**src/rtl/wab_pkg.sv**
```systemverilog
package wab_pkg;
  typedef enum logic [1:0] {
    PH_IDLE    = 2'd0,
    PH_RESOLVE = 2'd1,
    PH_HOLD    = 2'd2
  } wab_phase_e;

  // A contender stays in as long as the resolved line agrees with its own bit.
  function automatic logic stays_in(input logic own_bit, input logic line_val);
    return own_bit == line_val;
  endfunction

  // Open-drain value a module places on its lines.
  function automatic logic [7:0] drive_of(input logic active, input logic [7:0] ident);
    return active ? ident : 8'hFF;
  endfunction
endpackage

```
**src/rtl/wab_contender.sv**
```systemverilog
module wab_contender #(
  parameter int ID_W = 3,
  parameter int ID   = 0
) (
  input  logic            clk,
  input  logic            rst_n,
  input  logic            load,
  input  logic            load_val,
  input  logic            clear,
  input  logic [ID_W-1:0] step_mask,
  input  logic [ID_W-1:0] bus_val,
  output logic            alive,
  output logic [ID_W-1:0] drive
);
  import wab_pkg::*;

  localparam logic [ID_W-1:0] ID_VEC = ID_W'(ID);

  logic own_bit;
  logic line_bit;
  logic stepping;
  logic lose;

  assign own_bit  = |(ID_VEC & step_mask);
  assign line_bit = |(bus_val & step_mask);
  assign stepping = |step_mask;
  assign lose     = stepping && alive && !stays_in(own_bit, line_bit);

  always_ff @(posedge clk or negedge rst_n) begin
    if (!rst_n)      alive <= 1'b0;
    else if (load)   alive <= load_val;
    else if (clear)  alive <= 1'b0;
    else if (lose)   alive <= 1'b0;
  end

  always_comb begin
    logic [7:0] full;
    full  = drive_of(alive, 8'(ID_VEC));
    drive = full[ID_W-1:0];
  end


  no_rejoin_chk: assert property (@(posedge clk) disable iff (!rst_n)
    (!alive && !load) |=> !alive);


  own_zero_pulls_chk: assert property (@(posedge clk) disable iff (!rst_n)
    (alive && stepping && !own_bit) |-> !line_bit);
endmodule

```
**src/rtl/wab_sequencer.sv**
```systemverilog
module wab_sequencer #(
  parameter int N_MOD = 8,
  parameter int ID_W  = 3
) (
  input  logic             clk,
  input  logic             rst_n,
  input  logic [N_MOD-1:0] req,
  input  logic [N_MOD-1:0] done,
  input  logic [N_MOD-1:0] alive,
  output logic             load,
  output logic [N_MOD-1:0] load_mask,
  output logic             clear,
  output logic [ID_W-1:0]  step_mask,
  output logic             hold,
  output logic             release_ev,
  output logic [N_MOD-1:0] blocked
);
  import wab_pkg::*;

  localparam logic [ID_W-1:0] TOP_BIT = {1'b1, {(ID_W-1){1'b0}}};

  wab_phase_e      phase;
  logic [ID_W-1:0] bit_q;
  logic [N_MOD-1:0] eligible;
  logic            finish;

  assign eligible   = req & ~blocked;
  assign load       = (phase == PH_IDLE) && |eligible;
  assign load_mask  = eligible;
  assign release_ev = (phase == PH_IDLE) && !(|eligible) && |blocked;
  assign hold       = (phase == PH_HOLD);
  assign finish     = hold && |(done & alive);
  assign clear      = finish;
  assign step_mask  = (phase == PH_RESOLVE) ? bit_q : '0;

  always_ff @(posedge clk or negedge rst_n) begin
    if (!rst_n) begin
      phase   <= PH_IDLE;
      bit_q   <= '0;
      blocked <= '0;
    end else begin
      unique case (phase)
        PH_IDLE: begin
          if (load) begin
            phase <= PH_RESOLVE;
            bit_q <= TOP_BIT;
          end else if (release_ev) begin
            blocked <= '0;
          end
        end
        PH_RESOLVE: begin
          bit_q <= bit_q >> 1;
          if (bit_q[0]) phase <= PH_HOLD;
        end
        PH_HOLD: begin
          if (finish) begin
            blocked <= blocked | alive;
            phase   <= PH_IDLE;
          end
        end
        default: phase <= PH_IDLE;
      endcase
    end
  end


  resolve_len_chk: assert property (@(posedge clk) disable iff (!rst_n)
    $rose(hold) |-> $past(load, ID_W + 1));


  batch_release_chk: assert property (@(posedge clk) disable iff (!rst_n)
    release_ev |=> (blocked == '0));


  served_blocked_chk: assert property (@(posedge clk) disable iff (!rst_n)
    finish |=> ((blocked & $past(alive)) == $past(alive)));
endmodule

```
**src/rtl/wab_arbiter.sv**
```systemverilog
module wab_arbiter #(
  parameter int N_MOD = 8,
  parameter int ID_W  = 3
) (
  input  logic             clk,
  input  logic             rst_n,
  input  logic [N_MOD-1:0] req,
  input  logic [N_MOD-1:0] done,
  output logic [N_MOD-1:0] grant,
  output logic [ID_W-1:0]  arb_bus
);
  logic                        load;
  logic [N_MOD-1:0]            load_mask;
  logic                        clear;
  logic [ID_W-1:0]             step_mask;
  logic                        hold;
  logic                        release_ev;
  logic [N_MOD-1:0]            blocked;
  logic [N_MOD-1:0]            alive;
  logic [N_MOD-1:0][ID_W-1:0]  drv;

  wab_sequencer #(.N_MOD(N_MOD), .ID_W(ID_W)) i_seq (
    .clk(clk), .rst_n(rst_n), .req(req), .done(done), .alive(alive),
    .load(load), .load_mask(load_mask), .clear(clear), .step_mask(step_mask),
    .hold(hold), .release_ev(release_ev), .blocked(blocked)
  );

  for (genvar m = 0; m < N_MOD; m++) begin : g_node
    wab_contender #(.ID_W(ID_W), .ID(m)) i_node (
      .clk(clk), .rst_n(rst_n), .load(load), .load_val(load_mask[m]),
      .clear(clear), .step_mask(step_mask), .bus_val(arb_bus),
      .alive(alive[m]), .drive(drv[m])
    );
  end

  // Wired-AND of every open-drain driver.
  always_comb begin
    arb_bus = '1;
    for (int m = 0; m < N_MOD; m++) arb_bus = arb_bus & drv[m];
  end

  assign grant = hold ? alive : '0;


  single_grant_chk: assert property (@(posedge clk) disable iff (!rst_n)
    $onehot0(grant));


  idle_bus_chk: assert property (@(posedge clk) disable iff (!rst_n)
    (alive == '0) |-> (arb_bus == '1));


  winner_on_bus_chk: assert property (@(posedge clk) disable iff (!rst_n)
    hold |-> ($onehot(grant) && grant[arb_bus]));


  grant_kept_chk: assert property (@(posedge clk) disable iff (!rst_n)
    (hold && !(|(done & grant))) |=> (grant == $past(grant)));


  no_blocked_grant_chk: assert property (@(posedge clk) disable iff (!rst_n)
    hold |-> ((grant & blocked) == '0));
endmodule

```
**config.mk**
```make
export PLATFORM = sky130hd
export DESIGN_NAME = wab_arbiter
export DESIGN_NICKNAME = d
export VERILOG_FILES = /design/src/rtl/wab_pkg.sv /design/src/rtl/wab_contender.sv /design/src/rtl/wab_sequencer.sv /design/src/rtl/wab_arbiter.sv
export SDC_FILE = /design/constraint.sdc
export NUM_CORES = 1
export LEC_CHECK = 0
export ABC_AREA = 1
export BUFFER_PORTS_ARGS = -buffer_cell sky130_fd_sc_hd__buf_2
export CAP_MARGIN = 20
export CORE_ASPECT_RATIO = 1.2
export CORE_MARGIN = 1
export CORE_UTILIZATION = 40
export DETAILED_ROUTE_END_ITERATION = 6
export PLACE_DENSITY = 0.65
export RECOVER_POWER = 25
export SLEW_MARGIN = 10
export SYNTH_ARGS = -nofsm -noshare
export SYNTH_HDL_FRONTEND = slang
export SYNTH_SLANG_ARGS = --single-unit
```
**constraint.sdc**
```tcl
create_clock -name clk -period 2.26 [get_ports clk]
set_input_delay 0.339 -clock clk [delete_from_list [all_inputs] [get_ports clk]]
set_output_delay 0.339 -clock clk [all_outputs]
set_load 0.02 [all_outputs]
```
-- Word level (Yosys, flattened, before mapping)
Index checks and enable logic that the tools add are counted.
- equality and inequality tests: 14
- muxes and demuxes: 43
- bitwise gates (word level): 12
- reduce and logical (&&, ||, !) cells: 50
- operators by type and width (kind ; number):
    $mux 8 ; 4
    $mux 1 ; 25
    $reduce_bool 3->1 ; 8
    $reduce_or 8->1 ; 3
    $and 3x3->3 ; 7
    $logic_and 1x1->1 ; 20
    $mux 3 ; 6
    $and 8x8->8 ; 2
    $pmux 8 s2 ; 1
    $mux 2 ; 5
    $logic_not 1->1 ; 8
    $not 8->8 ; 1
    $or 8x8->8 ; 1
    $eq 1x1->1 ; 7
    $ne 2x1->1 const B ; 3
    $pmux 2 s3 ; 1
    $pmux 3 s2 ; 1
    $reduce_or 2->1 ; 3
    $reduce_or 3->1 ; 2
    $ne 2x2->1 const B ; 2
    $reduce_and 4->1 ; 1
    $reduce_bool 2->1 ; 2
    $and 3x3->3 const B ; 1
    $reduce_and 3->1 ; 1
    other kinds (4) ; 4
- bits in registers: 21
- input port bits: 18
- word-level logic and storage cells: 130

-- Longest topological paths before layout
- depth after elaboration: 16
- mapped depth: 10
- mapped depth without buffers: 10

-- By module
From an unflattened synthesis, not the netlist that was laid out.
- cells, all modules: 334
- area, all modules: 1943.1 um^2
- modules (own cells, without submodules) (module ; instances ; cells each ; area an instance (um^2) ; sequential area each (um^2)):
    wab_sequencer ; 1 ; 134 ; 877.1 ; 325.3
    wab_contender at g_node[1].i_node ... ; 2 ; 17 ; 107.6 ; 25.0
    wab_arbiter ; 1 ; 50 ; 188.9 ; 0.0
    wab_contender at g_node[3].i_node ; 1 ; 24 ; 121.4 ; 25.0
    wab_contender at g_node[6].i_node ; 1 ; 22 ; 120.1 ; 25.0
    wab_contender at g_node[5].i_node ; 1 ; 21 ; 118.9 ; 25.0
    wab_contender at g_node[7].i_node ; 1 ; 19 ; 112.6 ; 25.0
    wab_contender at g_node[4].i_node ; 1 ; 17 ; 106.4 ; 25.0
    wab_contender at g_node[0].i_node ; 1 ; 13 ; 82.6 ; 25.0

-- Worst setup path before layout
OpenSTA, ideal clock, no wires.
- kind: reg2out
- from: register g_node[2].i_node.alive
- to: output port arb_bus[0]
- arrival time: 1.139 ns
- required time: 1.921 ns
- path slack: 0.782 ns
- cell stages (with the launch flop): 2
- buffers on the path: 0
- path through: dfrtp_1 nor4_1
- word-level cells in the longest chain between the ends: 7
- ends and longest elaborated chain (what ; RTL line ; source):
    from (decl) ; wab_contender.sv:12 ; output logic alive,
    from (signal assigned) ; wab_contender.sv:31 ; else if (load) alive <= load_val;
    $mux 3 ; wab_pkg.sv:15 ; return active ? ident : 8'hFF;
    $and 3x3->3 (6 in a row) ; wab_arbiter.sv:39 ; for (int m = 0; m < N_MOD; m++) arb_bus = arb_bus & drv[m];
    to (decl) ; wab_arbiter.sv:10 ; output logic [ID_W-1:0] arb_bus
No other way between the ends.

-- Final worst setup path
- from: register i_seq.phase[1]
- to: output port grant[5]
- word-level cells in the longest chain between the ends: 2
- ends and longest elaborated chain (what ; RTL line ; source):
    from (decl) ; wab_sequencer.sv:22 ; wab_phase_e phase;
    from (signal assigned) ; wab_sequencer.sv:38 ; phase <= PH_IDLE;
    from (signal assigned) ; wab_sequencer.sv:45 ; phase <= PH_RESOLVE;
    from (signal assigned) ; wab_sequencer.sv:53 ; if (bit_q[0]) phase <= PH_HOLD;
    $eq 2x2->1 ; wab_sequencer.sv:31 ; assign hold = (phase == PH_HOLD);
    $mux 8 ; wab_arbiter.sv:42 ; assign grant = hold ? alive : '0;
    to (decl) ; wab_arbiter.sv:9 ; output logic [N_MOD-1:0] grant,
No other way between the ends.

==> summary.md <==
| Metric | Value |
|---|---|
| Status | complete, no violations |
| Row Count | 22 |
| Synth warn | 0 |
| Hold Buf Count CTS | 1 |
| Final wirelength | 3140 um |
| Final Hold Viols | 0 |
| Synth unique cells | 19 |
| Area Growth Syn to Fin | 16.3% |
| Seq/Total Area, Yosys | between 40% and 50% |
| Mean Syn Cell Area | 6.82 um^2 |
| Crit Path Category | reg -> out |
| Total track usage | a little over a fifth |
| HP Class | in -> reg |
| Most common cell after layout, fill and taps aside | nand2_1 |
| Setup_tns | 0 ns |
| Full die area | 0.00345 mm^2 |
| Pwr/cell area | 1240 mW/mm^2 |
| CP Capture Type | output port |
| Clock Tree Buf Depth | 2 |
| Clock transition at path regs | roughly 0.13 ns |
| Vias in the first global route | 1,202 |
| Clk Latency, worst-skew pair | roughly 0.31 ns |
| Initial Utilization | ~42% |
| RSZ-0062 raised after global routing | false |
| CP Max Fanout | 8 |
| Num ports | 29 |
| Data required, critical path | roughly 1.9 ns |
| Horiz. Die Dim | approximately 54 um |
| Initial antenna violation count | 0 |
| Syn Inst Count | roughly 190 |
| Setup violators final | 0 |
| Share of cells above drive strength 1 | 20.4% |
| Iter 0 DRT Violations | 29 |
| DR WL/cell | 12.2 um |
| Finished Core Util | roughly half |
| Fin. max-slew vios | 0 |
| Post-synthesis register bit count | 21 |
| CP arrival | 1.55 ns |
| Post-CTS setup buffer count | 0 |
| Mapped cell area | between 0.001 and 0.0015 mm^2 |
| Final nets | 240 |
| Die H | ~64 um |
| Pwr Total | around 1.9 mW |
| First-pass GRT wire length | 5400 um |
| Drt pass-1 iters | 4 |
| CP Launch Type | flop |
| Max rail drop VDD | roughly 0.00055 V |
| RePlAce Congestion | roughly 0.84 |
| CTS Sinks | 21 |
| Slew HR | 22.1% |
| Final ANT Viol Nets | 0 |
| Largest net degree at the start of global routing | 22 |
| TritonCTS clock tree | yes |
| Clk_skew | 0.00667 ns |
| H-tree depth | 1 |
| Worst-Margin Slew | between 1 and 1.5 ns |
| Vias per inst | between 4 and 5 |
| Syn Nets | slightly above 200 |
| ANT cells | 0 |
| Finished Layout Cells | approximately 260 |
| Final worst-path cycle share | 83.7% |
| CORE AREA | roughly 0.0031 mm^2 |
| Total grt overflow | 0 |
| Clock period minus worst slack | approximately 1.9 ns |
| DRC | 0 |
| Post-detail-place hpwl | about 2500 um |
| Via count | around 1,200 |
| Dpl cells | 252 |
| I/O Buffers | 28 |
| Leakage power | a little under 0.9 nW |
| CTS root buffer | clkbuf_4 |
| Max-cap violations | 0 |
| Post-CTS Resized | 0 |
| Most frequent cells in the layout | 73 x nand2_1, 27 x buf_2, 26 x nor2_1 |
| Maximum clock rate | around 0.53 GHz |
| Total CTS buffers | 3 |
==> state kept, by name, indices dropped and copies added (netlist names) <==
name / count
g_node.i_node.alive: 8
i_seq.blocked: 8
i_seq.bit_q: 3
i_seq.phase: 2
==> cell usage after synthesis <==
library cell | instances | area [um^2]
nand2_1 | 73 | 274
nor2_1 | 26 | 97.6
inv_1 | 25 | 93.8
dfrtp_1 | 21 | 526
nand3_1 | 14 | 70.1
nand4_1 | 9 | 56.3
nor2_2 | 4 | 25.0
nand3_2 | 3 | 30.0
nand2_2 | 2 | 12.5
nand2_4 | 2 | 22.5
o21bai_1 | 2 | 15.0
buf_6 | 1 | 11.3
inv_2 | 1 | 3.75
nor2_4 | 1 | 11.3
nor4_1 | 1 | 6.26
o21ai_0 | 1 | 5.00
o21ai_4 | 1 | 16.3
o22ai_1 | 1 | 6.26
or2_1 | 1 | 6.26
==> report_power, final <==
group	switching (mW)	leakage [nW]	internal, mW
clock network	0.124	0.0177	0.0661
registers	0.142	0.273	0.529
logic	0.662	0.585	0.335
==> critical path, stage by stage (launching register included) <==
cell	delay (ns)
dfrtp_1	0.42
inv_1	0.10
nor2_1	0.16
inv_1	0.17
nor2_1	0.19
buf_2	0.19
==> area by class of cell <==
cell class	instances	area (um^2)
clock buffer	3	22.5
clock inverter	1	5.00
timing repair buffer	29	149
fill	316	1560
inverter	26	97.6
multi-input combinational	141	654
tap	36	45.0
sequential	21	526
==> logic make-up (layout without fill, tap and decap cells) <==
kind of cell	after synthesis	after routing	share of synthesized area [%]
AOI/OAI and AO/OA	5	5	3.30
buffers and inverters	27	59	8.45
DFF	21	21	40.8
and+or+nand+nor	136	136	47.5
==> layer usage <==
metal	up-vias	global-route usage, %	part of all wire (%)
met1	528	28.6	49
met4	0	6.91	1.3
met5	-	0	0
met2	30	35.0	46
li1	649	-	-
met3	6	2.14	4.0
==> stage by stage <==
stage	hold WS, ns	area [um^2]	setup slack (ns)
global placement	0.331	1460	0.774
CTS	0.267	1500	0.355
finish	0.272	1500	0.369
floorplan	0.0434	1290	0.782
detailed placement	0.331	1460	0.730
global route	0.269	1500	0.224
==> worst paths after layout <==
path / endpoint / slack, ns / startpoint / depth (start not counted)
max: grant[5] / 0.37 / i_seq.phase[1] / 5
min: g_node[4].i_node.alive / 0.27 / req[4] / 3
max reg2reg: i_seq.blocked[7] / 0.76 / i_seq.phase[0] / 5
min reg2reg: i_seq.bit_q[2] / 0.49 / i_seq.bit_q[2] / 2
max in group asynchronous: i_seq.blocked[1] / 0.80 / rst_n / 2
min in group asynchronous: g_node[2].i_node.alive / 0.76 / rst_n / 2
(Power assumes the default switching activity.)
